<file path="src/rtl/brk_timer_pkg.sv">
package brk_timer_pkg;
  localparam int unsigned BUS_AW = 4;
  localparam logic [BUS_AW-1:0] A_STAT     = 4'h0;
  localparam logic [BUS_AW-1:0] A_CTRL     = 4'h1;
  localparam logic [BUS_AW-1:0] A_CNT_LO   = 4'h2;
  localparam logic [BUS_AW-1:0] A_CNT_HI   = 4'h3;
  localparam int unsigned       A_VAL_BASE = 4;
endpackage

</file>
<file path="src/rtl/brk_timer_counter.sv">
module brk_timer_counter #(
  parameter int unsigned CW = 16
) (
  input  logic          clk,
  input  logic          rst,
  input  logic          brk,
  output logic [CW-1:0] cnt,
  output logic          wrap
);
  assign wrap = !brk && (&cnt);

  always_ff @(posedge clk) begin
    if (rst)       cnt <= '0;
    else if (!brk) cnt <= cnt + CW'(1);
  end


  cnt_hold_chk: assert property (@(posedge clk) disable iff (rst)
    brk |=> cnt == $past(cnt));

  cnt_step_chk: assert property (@(posedge clk) disable iff (rst)
    !brk |=> cnt == $past(cnt) + CW'(1));
endmodule

</file>
<file path="src/rtl/brk_timer_flag.sv">
module brk_timer_flag (
  input  logic clk,
  input  logic rst,
  input  logic set_evt,
  input  logic rd_arm,
  input  logic wr_clr,
  input  logic allow,
  output logic flag
);
  logic armed;

  always_ff @(posedge clk) begin
    if (rst) begin
      flag  <= 1'b0;
      armed <= 1'b0;
    end else if (set_evt) begin
      flag  <= 1'b1;
      armed <= 1'b0;
    end else if (allow && wr_clr && armed && flag) begin
      flag  <= 1'b0;
      armed <= 1'b0;
    end else if (allow && rd_arm) begin
      armed <= flag;
    end
  end


  set_wins_chk: assert property (@(posedge clk) disable iff (rst)
    set_evt |=> flag && !armed);

  no_arm_keep_chk: assert property (@(posedge clk) disable iff (rst)
    (flag && !armed && !set_evt) |=> flag);

  brk_protect_chk: assert property (@(posedge clk) disable iff (rst)
    (!allow && !set_evt) |=> $stable(flag) && $stable(armed));
endmodule

</file>
<file path="src/rtl/brk_timer_channel.sv">
module brk_timer_channel #(
  parameter int unsigned CW = 16
) (
  input  logic          clk,
  input  logic          rst,
  input  logic          brk,
  input  logic          mode,
  input  logic [CW-1:0] cnt,
  input  logic          pin_in,
  input  logic          wr_lo,
  input  logic          wr_hi,
  input  logic [7:0]    wdata,
  output logic [CW-1:0] val,
  output logic          pin_out,
  output logic          evt
);
  localparam int unsigned HW = CW - 8;

  logic in_q;
  logic rise;
  logic match;

  assign rise  = pin_in && !in_q;
  assign match = !brk && (cnt == val);
  assign evt   = mode ? match : rise;

  always_ff @(posedge clk) begin
    if (rst) begin
      in_q    <= 1'b0;
      val     <= '0;
      pin_out <= 1'b0;
    end else begin
      in_q <= pin_in;
      if (!mode && rise) begin
        val <= cnt;
      end else begin
        if (wr_lo) val[7:0]    <= wdata;
        if (wr_hi) val[CW-1:8] <= wdata[HW-1:0];
      end
      if (mode && match) pin_out <= !pin_out;
    end
  end


  cap_load_chk: assert property (@(posedge clk) disable iff (rst)
    (!mode && rise) |=> val == $past(cnt));

  cmp_toggle_chk: assert property (@(posedge clk) disable iff (rst)
    (mode && match) |=> pin_out != $past(pin_out));
endmodule

</file>
<file path="src/rtl/brk_timer.sv">
module brk_timer
  import brk_timer_pkg::*;
#(
  parameter int unsigned CNT_W = 16,
  parameter int unsigned NCH   = 2
) (
  input  logic              clk,
  input  logic              rst,
  input  logic [BUS_AW-1:0] bus_addr,
  input  logic              bus_rd,
  input  logic              bus_wr,
  input  logic [7:0]        bus_wdata,
  output logic [7:0]        bus_rdata,
  input  logic              brk_active,
  input  logic              brk_clr_en,
  input  logic [NCH-1:0]    ch_in,
  output logic [NCH-1:0]    ch_out,
  output logic [NCH-1:0]    ch_oe
);
  localparam int unsigned NF = NCH + 1;

  logic [CNT_W-1:0] cnt;
  logic             wrap;
  logic [NCH-1:0]   mode_q;
  logic [NF-1:0]    flags;
  logic [NF-1:0]    set_evt;
  logic [NCH-1:0]   ch_evt;
  logic [CNT_W-1:0] ch_val [NCH];
  logic             stat_rd, stat_wr, allow;
  logic [7:0]       rd_mux;

  assign stat_rd = bus_rd && (bus_addr == A_STAT);
  assign stat_wr = bus_wr && (bus_addr == A_STAT);
  assign allow   = !brk_active || brk_clr_en;
  assign set_evt = {ch_evt, wrap};
  assign ch_oe   = mode_q;

  brk_timer_counter #(.CW(CNT_W)) u_cnt (
    .clk(clk), .rst(rst), .brk(brk_active), .cnt(cnt), .wrap(wrap)
  );

  for (genvar i = 0; i < NF; i++) begin : g_flag
    brk_timer_flag u_flag (
      .clk(clk), .rst(rst), .set_evt(set_evt[i]), .rd_arm(stat_rd),
      .wr_clr(stat_wr && !bus_wdata[i]), .allow(allow), .flag(flags[i])
    );
  end

  for (genvar k = 0; k < NCH; k++) begin : g_ch
    localparam logic [BUS_AW-1:0] LO_A = BUS_AW'(A_VAL_BASE + 2*k);
    localparam logic [BUS_AW-1:0] HI_A = BUS_AW'(A_VAL_BASE + 2*k + 1);
    brk_timer_channel #(.CW(CNT_W)) u_ch (
      .clk(clk), .rst(rst), .brk(brk_active), .mode(mode_q[k]), .cnt(cnt),
      .pin_in(ch_in[k]),
      .wr_lo(bus_wr && (bus_addr == LO_A)),
      .wr_hi(bus_wr && (bus_addr == HI_A)),
      .wdata(bus_wdata), .val(ch_val[k]), .pin_out(ch_out[k]), .evt(ch_evt[k])
    );
  end

  always_ff @(posedge clk) begin
    if (rst)                                   mode_q <= '0;
    else if (bus_wr && (bus_addr == A_CTRL))   mode_q <= bus_wdata[NCH-1:0];
  end

  always_comb begin
    rd_mux = 8'h00;
    case (bus_addr)
      A_STAT:   rd_mux[NF-1:0]  = flags;
      A_CTRL:   rd_mux[NCH-1:0] = mode_q;
      A_CNT_LO: rd_mux          = cnt[7:0];
      A_CNT_HI: rd_mux          = 8'(cnt >> 8);
      default:  rd_mux          = 8'h00;
    endcase
    for (int k = 0; k < NCH; k++) begin
      if (bus_addr == BUS_AW'(A_VAL_BASE + 2*k))     rd_mux = ch_val[k][7:0];
      if (bus_addr == BUS_AW'(A_VAL_BASE + 2*k + 1)) rd_mux = 8'(ch_val[k] >> 8);
    end
  end

  always_ff @(posedge clk) begin
    if (rst)         bus_rdata <= 8'h00;
    else if (bus_rd) bus_rdata <= rd_mux;
  end


  rdata_hold_chk: assert property (@(posedge clk) disable iff (rst)
    !bus_rd |=> $stable(bus_rdata));

  oe_mode_chk: assert property (@(posedge clk) disable iff (rst)
    (bus_wr && bus_addr == A_CTRL) |=> ch_oe == $past(bus_wdata[NCH-1:0]));
endmodule

</file>
<file path="config.mk">
export PLATFORM = sky130hd
export DESIGN_NAME = brk_timer
export DESIGN_NICKNAME = d
export VERILOG_FILES = /design/src/rtl/brk_timer_pkg.sv /design/src/rtl/brk_timer_counter.sv /design/src/rtl/brk_timer_flag.sv /design/src/rtl/brk_timer_channel.sv /design/src/rtl/brk_timer.sv
export SDC_FILE = /design/constraint.sdc
export NUM_CORES = 1
export LEC_CHECK = 0
export BUFFER_PORTS_ARGS = -buffer_cell sky130_fd_sc_hd__clkbuf_2
export CORE_ASPECT_RATIO = 0.7
export CORE_MARGIN = 3
export CORE_UTILIZATION = 45
export CTS_BUF_LIST = sky130_fd_sc_hd__clkbuf_4 sky130_fd_sc_hd__clkbuf_8
export CTS_CLUSTER_SIZE = 20
export DETAILED_ROUTE_END_ITERATION = 7
export PLACE_DENSITY_LB_ADDON = 0.12
export SLEW_MARGIN = 20
export SYNTH_ARGS = -nofsm -noshare
export SYNTH_HDL_FRONTEND = slang
export SYNTH_SLANG_ARGS = --single-unit
export TNS_END_PERCENT = 5
</file>
<file path="constraint.sdc">
create_clock -name clk -period 2.9 [get_ports clk]
set_input_delay 0.87 -clock clk [delete_from_list [all_inputs] [get_ports clk]]
set_output_delay 0.87 -clock clk [all_outputs]
set_load 0.02 [all_outputs]
</file>
==> results of run 1 <==
==> final timing paths <==
path                                        to                       from  slack (ns)  cells after the start
max reg2reg  g_ch[0].u_ch.pin_out$_SDFFE_PP0P_  u_cnt.cnt[5]$_SDFFE_PP0N_        0.93                      5
min reg2reg          bus_rdata[5]$_SDFFE_PP0P_  bus_rdata[5]$_SDFFE_PP0P_        0.46                      2
min                  bus_rdata[5]$_SDFFE_PP0P_  bus_rdata[5]$_SDFFE_PP0P_        0.46                      2
max           g_ch[0].u_ch.val[9]$_SDFFE_PP0P_                bus_addr[0]        0.66                      5
==> stage by stage <==
step	power (W)	hold WS, ns	area, µm²	instances	setup WS (ns)
2_1_floorplan	0.00124	0.458	3970	464	0.782
3_3_place_gp	0.00132	0.443	4050	574	0.413
3_5_place_dp	0.00133	0.452	4050	574	0.329
4_1_cts	0.00216	0.468	4270	590	0.724
5_1_grt	0.00224	0.515	4270	590	0.458
6_report	0.00214	0.461	4270	590	0.658
==> routing by layer <==
layer / global-route usage (%) / vias up / share of wire (%)
met5: 0 / - / 0
li1: - / 1632 / -
met1: 35.5 / 1604 / 50
met2: 29.9 / 136 / 41
met4: 8.19 / 0 / 1.6
met3: 6.40 / 15 / 8.1
==> cells in the final DEF (no fill, tap or decap), types with 7 or more instances in the layout <==
cell type,instances
xor2_1,42
a311oi_1,8
nand3_1,7
nand2b_1,8
dfxtp_1,68
a21oi_1,17
o21ai_0,31
a211oi_1,28
buf_4,7
clkbuf_8,11
mux2i_1,38
nand2_1,29
nor2_1,63
clkbuf_2,31
==> cells by family after synthesis <==
family,Yosys count,synth area share (%)
compound gates,100,16.7
buf+inv,51,7.27
xor+xnor,45,10.1
fa+ha+maj,1,0.315
mux,41,10.4
simple gates,158,21.0
flops,68,34.3
==> sequential cells by signal, indices dropped and copies added, names as in the netlist <==
register and flops:
g_flag.u_flag.flag 3, bus_rdata 8, ch_oe 2, g_flag.u_flag.armed 3, g_ch.u_ch.val 32, g_ch.u_ch.in_q 2, g_ch.u_ch.pin_out 2, u_cnt.cnt 16
==> power by group <==
group	switching [W]	internal (W)	total [W]
clock	0.000368	0.000464	0.000831
combinational	0.000175	0.000112	0.000287
sequential	0.0000508	0.000976	0.00103
total	0.000593	0.00155	0.00214
==> area by class of cell <==
| cell class | instances | area (µm²) | area share, % |
|---|---|---|---|
| timing repair buffer | 38 | 208 | 4.87 |
| clock inverter | 3 | 45.0 | 1.06 |
| clock buffer | 13 | 166 | 3.90 |
| multi-input combinational | 345 | 2320 | 54.5 |
| sequential | 68 | 1360 | 31.9 |
| tap | 120 | 150 | 3.52 |
| inverter | 3 | 11.3 | 0.264 |
==> worst min-delay path, delay by kind of cell, from the launching register on <==
family          cells  cell delay (ns)
flops               1             0.33
simple gates        1             0.05
compound gates      1             0.05
==> impl_metrics.yaml, run 1 <==
clock_network:
  cts_setup_buffers: 0
  cts_tree: "yes"
  holdBufCountCts: 0
  cts_inserted_buffers: 9
  clk_latency_ns: 0.36
  root_buffer: "clkbuf_8"
  cts_max_level: 3
  cts.sinks: 68
  clkTransAtPathRegs_ns: 0.07
  clk_path_buf_depth: 2
  postCtsResizedCells: 0
routing:
  wl_per_cell_um: 18.9
  drtIter0Drc: 293
  viasPerCell: 5.74
  dr.pass1.iters: 5
  antenna_violating_nets_post_route: 0
  vias: 3387
  drt-total-wl_mm: 11.2
  drc: 0
power_and_ir_drop:
  max-vdd-ir-drop_mv: 0.341
  powerDensity_nw_per_um2: 503
  leakage_nw: 1.86
setup_path:
  cp-end-kind: "register"
  crit_chain: "clkbuf_2 -> nand2b_1 -> nor2_2 -> nand2_1 -> a311oi_1"
  required_ns: 3.17
  cp_top_family: "simple AND/OR/NAND/NOR gates"
  critPathBufInv: 1
  arrival_ns: 2.51
  slowest_delay_ns: 0.46
  crit_type: "in2reg"
  start_kind: "input port"
  critPathMaxFanout: 27
  critPathSlowestCell: "clkbuf_2"
placed_design:
  gp_congestion: 0.932
  port_buffers: 31
  hpwl_mm: 8.03
synth:
  synth_top_area_share_pct: 34.3
  synth-main-ff-cell: "dfxtp_1"
  synthTopCellsByCount: "68 x dfxtp_1, 63 x nor2_1, 42 x xor2_1"
  yosysWarnings: 0
  syn-instance-count: 464
  async_flop_share_pct: 0
  yosysMostFrequentCell: "dfxtp_1"
  synth_nets: 485
  ys_ff_latch: 68
  synthTopCellsByArea: "dfxtp_1 34%, mux2i_1 9.6%, xor2_1 9.3%, nor2_1 6.0%, a211oi_1 5.3%"
  synth.yosys.seq_area_share_pct: 34.3
  avgSynthCellArea_um2: 8.56
  ys_types: 50
  synth_edf_count: 0
  syn_area_um2: 3970
  synth.largest_area_cell: "dfxtp_1"
sta:
  setup_viol: 0
  fin_skew_ns: 0.00881
  finalCritPeriodShare_pct: 77.3
  fmax_mhz: 446
  rsz0062_at_grt: "false"
  worst_pin_slew_ns: 0.691
  setup_tns_ns: 0
  hold_viol: 0
  drv_slew: 0
  min_period_ns: 2.24
  slew_headroom_pct: 54.0
job:
  drv_cap: 0
floorplan:
  start_util_pct: 46.7
  core_area_um2: 8510
  die_x_um: 118
  die-height_um: 84.6
  rows: 28
  die-area_um2: 10000
  num_io_pins: 32
global_route:
  antenna_found_initial: 0
  grt_pass1_wl_mm: 17.8
  grt_max_degree: 35
  grt_use_total_pct: 23.0
  grt_pass1_vias: 3129
  grt_overflow: 0
hold_path:
  hp-class: "reg2reg"
cells_and_area:
  post-route-util_pct: 50.1
  num-fill-cells: 829
  drive_above_1_share_pct: 16.4
  n_antenna_cell: 0
  syn_to_final_growth_pct: 7.34
  finalNetCount: 486
outcome:
  outcome: "completed"
(Power assumes the default switching activity.)
==> run 2, diff against run 1 <==
- clock period: 2.9 -> 2.3 ns (I/O delays scaled with it)
==> run 2 against run 1 <==
  * Cell count rose by 2.7%
  * Sequential power grew 25%
  * Routed wire length increased by 3.2%
  * First-iteration DRC count rose by 4.8%
  * Register-to-register slack got worse by 0.68 ns
  * Critical path type is now reg2reg
  * Largest power group unchanged
  * Highest routed layer unchanged
==> impl_metrics.yaml, run 2 (synthesis results as in run 1) <==
outcome:
  outcome: "completed"
sta:
  finalWorstSetupSlack_ns: 0.248
  hold_viol: 0
  finalCritPeriodShare_pct: 89.2
  drv_slew: 0
  setup_tns_ns: 0
  setup_viol: 0
  fin_skew_ns: 0.0129
  rsz0062_at_grt: "false"
  worst_pin_slew_ns: 0.675
  fmax_mhz: 487
  slew_headroom_pct: 55.0
  min_period_ns: 2.05
setup_path:
  crit_type: "reg2reg"
  arrival_ns: 2.35
  cp-end-kind: "register"
  start_kind: "register"
  rr_worst_depth: 6
  required_ns: 2.60
  critPathMaxFanout: 8
routing:
  drc: 0
  wl_per_cell_um: 19.0
  vias: 3414
  antenna_violating_nets_post_route: 0
  viasPerCell: 5.63
  drtIter0Drc: 307
  dr.pass1.iters: 5
  drt-total-wl_mm: 11.5
hold_path:
  hp-class: "reg2reg"
  hold_depth: 2
power_and_ir_drop:
  power_frac_comb_pct: 14.9
  p_clk_share_pct: 35.2
  seqPwrFrac_pct: 49.9
  powerDensity_nw_per_um2: 593
  power_switching_w: 0.000740
  p_sw_share_pct: 28.6
  p_int_w: 0.00185
  power_w: 0.00259
  max-vdd-ir-drop_mv: 0.356
  leakage_nw: 1.94
clock_network:
  cts_inserted_buffers: 9
  cts_max_level: 3
  postCtsResizedCells: 0
  clk_path_buf_depth: 2
  holdBufCountCts: 0
  clkTransAtPathRegs_ns: 0.08
  root_buffer: "clkbuf_8"
  clk_latency_ns: 0.36
  cts_setup_buffers: 0
  cts_tree: "yes"
  cts.sinks: 68
placed_design:
  hpwl_mm: 8.62
  dpl_cell_area_um2: 4190
  port_buffers: 31
  gp_congestion: 0.991
  placed_cells: 591
  post-place-ws_ns: 0.0643
global_route:
  antenna_found_initial: 0
  grt_pass1_vias: 3280
  grt_use_total_pct: 24.3
  grt_pass1_wl_mm: 18.8
  grt_overflow: 0
  grt_max_degree: 42
cells_and_area:
  n_antenna_cell: 0
  finalNetCount: 503
  largestRegisters: "g_ch.u_ch.val (32), u_cnt.cnt (16), bus_rdata (8)"
  largest_reg_flops: 32
  final_cell_mix: "68 x dfxtp_1, 63 x nor2_1, 42 x xor2_1"
  syn_to_final_growth_pct: 9.98
  regMostFlops: "g_ch.u_ch.val"
  stdcell_area_um2: 4370
  final_cells: 606
  final_common_cell: "dfxtp_1"
  drive_above_1_share_pct: 19.1
floorplan:
  die-height_um: 84.6
  start_util_pct: 46.7
  rows: 28
  num_io_pins: 32
  core_area_um2: 8510
  die_x_um: 118
  die-area_um2: 10000
job:
  drv_cap: 0
run 2: cell types whose count changed in the layout (fill, tap and decap cells not counted), sizes merged:
cell / delta
bufinv: -1
clkinvlp: -2
buf: +17
clkinv: +2
run 2: power by group through the flow:
stage | Clock, W | Sequential, W | Combinational (W)
floorplan | 0 | 0.00130 | 0.000261
global placement | 0 | 0.00132 | 0.000373
detailed placement | 0 | 0.00132 | 0.000378
CTS | 0.000939 | 0.00129 | 0.000380
global route | 0.000978 | 0.00130 | 0.000423
finish | 0.000912 | 0.00129 | 0.000385
run 2: path summary, 6_finish.rpt:
path	start	to	slack, ns
max	u_cnt.cnt[12]$_SDFFE_PP0N_	g_ch[1].u_ch.pin_out$_SDFFE_PP0P_	0.25
min	bus_rdata[7]$_SDFFE_PP0P_	bus_rdata[7]$_SDFFE_PP0P_	0.46
max reg2reg	u_cnt.cnt[12]$_SDFFE_PP0N_	g_ch[1].u_ch.pin_out$_SDFFE_PP0P_	0.25
min reg2reg	bus_rdata[7]$_SDFFE_PP0P_	bus_rdata[7]$_SDFFE_PP0P_	0.46
run 2: routing by layer:
| metal | track usage (%) | wire length [µm] |
|---|---|---|
| met3 | 5.12 | 785 |
| met4 | 6.49 | 123 |
| met1 | 37.3 | 5910 |
| met2 | 34.0 | 4710 |
| met5 | 0 | 0 |
run 2: final cells by class:
class                   count  area [µm²]
inverters                   3        11.3
clock buffers              13         166
clock inverters             2        10.0
well taps                 120         150
flip-flops and latches     68        1360
multi-input cells         345        2320
fillers                   818        4140
repair buffers             55         348
run 2: per-stage QoR:
stage / hold WS (ns) / utilization, %
after floorplan: 0.458 / -
after global placement: 0.442 / 49.3
after detailed placement: 0.456 / 49.3
after CTS: 0.471 / 51.3
after global routing: 0.499 / 51.3
final: 0.465 / 51.3
run 2: worst max-delay path: stages (launching register included):
cell and delay, ns:
dfxtp_1 0.59, xor2_1 0.12, nor4_1 0.46, buf_4 0.21
nand4_1 0.08, or3b_1 0.38, a21oi_1 0.14
==> run 3, diff against run 2 <==
- CORE_ASPECT_RATIO: 0.7 -> not set
==> run 3 against run 2 <==
  * Critical path depth unchanged
  * Setup slack gained 0.091 ns
  * Sequential share of layout area is 0.17 points lower
  * Highest routed layer unchanged
  * Sequential power is essentially flat
  * Global-route usage is 0.88 points lower
  * Cell area increased by 0.54%
  * Via count decreased by 0.41%
  * Critical endpoint is now bus_rdata[7]$_SDFFE_PP0P_
  * Critical path type is now in2reg
  * Hold slack worse by 0.011 ns
  * Clock power increased by 39%
  * Clock-buffer cell count shrank 1
==> impl_metrics.yaml, run 3 (synthesis results as in run 1) <==
clock_network:
  cts.sinks: 68
  root_buffer: "clkbuf_8"
  clk_latency_ns: 0.35
  clkTransAtPathRegs_ns: 0.07
  postCtsResizedCells: 0
  cts_inserted_buffers: 9
  cts_setup_buffers: 0
  cts_max_level: 3
  cts_tree: "yes"
  holdBufCountCts: 0
  clk_path_buf_depth: 2
routing:
  vias: 3400
  antenna_violating_nets_post_route: 0
  viasPerCell: 5.77
  drc: 0
  dr.pass1.iters: 4
  drt-total-wl_mm: 11.2
  wl_per_cell_um: 19.0
  drtIter0Drc: 209
hold_path:
  hp-class: "reg2reg"
sta:
  rsz0062_at_grt: "false"
  fin_skew_ns: 0.00655
  setup_viol: 0
  min_period_ns: 1.96
  drv_slew: 0
  fmax_mhz: 510
  fin_hold_ws_ns: 0.454
  slew_headroom_pct: 54.0
  hold_viol: 0
  finalCritPeriodShare_pct: 85.3
  worst_pin_slew_ns: 0.690
global_route:
  grt_max_degree: 36
  grt_overflow: 0
  grt_pass1_wl_mm: 17.8
  grt_use_total_pct: 23.4
  antenna_found_initial: 0
  grt_pass1_vias: 3298
setup_path:
  critPathBufInv: 2
  cp_top_family: "compound AO/OA/AOI/OAI gates"
  critPathMaxFanout: 14
  crit_chain: "clkbuf_2 -> buf_4 -> mux2_2 -> o221a_2 -> a21oi_1 -> o21ai_0"
  critPathSlowestCell: "mux2_2"
  required_ns: 2.54
  arrival_ns: 2.20
  start_kind: "input port"
  slowest_delay_ns: 0.35
  crit_type: "in2reg"
  cp-end-kind: "register"
floorplan:
  rows: 33
  die-area_um2: 9990
  num_io_pins: 32
  start_util_pct: 47.4
  core_area_um2: 8380
  die-height_um: 100
  die_x_um: 100
outcome:
  outcome: "completed"
job:
  drv_cap: 0
placed_design:
  port_buffers: 31
  gp_congestion: 0.878
  dpl_cell_area_um2: 4140
  hpwl_mm: 7.99
power_and_ir_drop:
  leakage_nw: 1.96
  powerDensity_nw_per_um2: 666
  max-vdd-ir-drop_mv: 0.265
cells_and_area:
  final_cell_mix: "68 x dfxtp_1, 63 x nor2_1, 42 x xor2_1"
  regMostFlops: "g_ch.u_ch.val"
  n_antenna_cell: 0
  largest_reg_flops: 32
  stdcell_area_um2: 4390
  syn_to_final_growth_pct: 10.6
  final_common_cell: "dfxtp_1"
  drive_above_1_share_pct: 18.8
  finalNetCount: 500
  post-route-util_pct: 52.4
  largestRegisters: "g_ch.u_ch.val (32), u_cnt.cnt (16), bus_rdata (8)"
run 3: changes by cell type in the layout (fill, tap and decap cells not counted):
cell | previous run | this run
buf_4 | 23 | 21
buf_12 | 1 | 0
bufinv_16 | 0 | 3
clkinv_2 | 2 | 1
clkbuf_4 | 2 | 1
run 3: layout make-up:
type,instances,area (µm²)
Sequential cell,68,1360
Tap cell,105,131
Timing Repair Buffer,52,313
Clock buffer,12,159
Clock inverter,4,95.1
Fill cell,825,3990
Multi-Input combinational cell,345,2320
Inverter,3,11.3
run 3: power breakdown:
part / internal (W) / total, W / switching (W)
clock: 0.000791 / 0.00127 / 0.000476
sequential: 0.00123 / 0.00128 / 0.0000548
combinational: 0.000149 / 0.000373 / 0.000224
run 3: path summary, 6_finish.rpt:
| path | from | to | slack, ns | cells after the start |
|---|---|---|---|---|
| worst max-delay path | bus_addr[0] | bus_rdata[7]$_SDFFE_PP0P_ | 0.34 | 6 |
| worst min-delay path | bus_rdata[7]$_SDFFE_PP0P_ | bus_rdata[7]$_SDFFE_PP0P_ | 0.45 | 2 |
| worst max register to register | u_cnt.cnt[9]$_SDFFE_PP0N_ | g_ch[1].u_ch.pin_out$_SDFFE_PP0P_ | 0.36 | 5 |
| worst min register to register | bus_rdata[7]$_SDFFE_PP0P_ | bus_rdata[7]$_SDFFE_PP0P_ | 0.45 | 2 |
run 3: worst min-delay path: cells and delay by family (launching register included):
kind,cells,cell delay (ns)
compound gates,1,0.05
flops,1,0.33
simple gates,1,0.04
run 3: through the flow:
| stage | power (W) | cells | TNS [ns] | worst slack, ns |
|---|---|---|---|---|
| final | 0.00292 | 589 | 0 | 0.339 |
| after detailed placement | 0.00168 | 573 | -0.0203 | -0.0203 |
| after CTS | 0.00294 | 589 | 0 | 0.364 |
| after floorplan | 0.00156 | 464 | 0 | 0.362 |
| after global placement | 0.00168 | 573 | 0 | 0.00667 |
| after global routing | 0.00305 | 589 | 0 | 0.183 |
run 3: per-layer routing:
metal	vias to the layer above	GRT usage (%)	part of all wire [%]
li1	1666	-	-
met1	1644	31.6	47
met2	71	36.9	45
met3	19	3.68	4.3
met4	0	10.5	2.9
met5	-	0	0
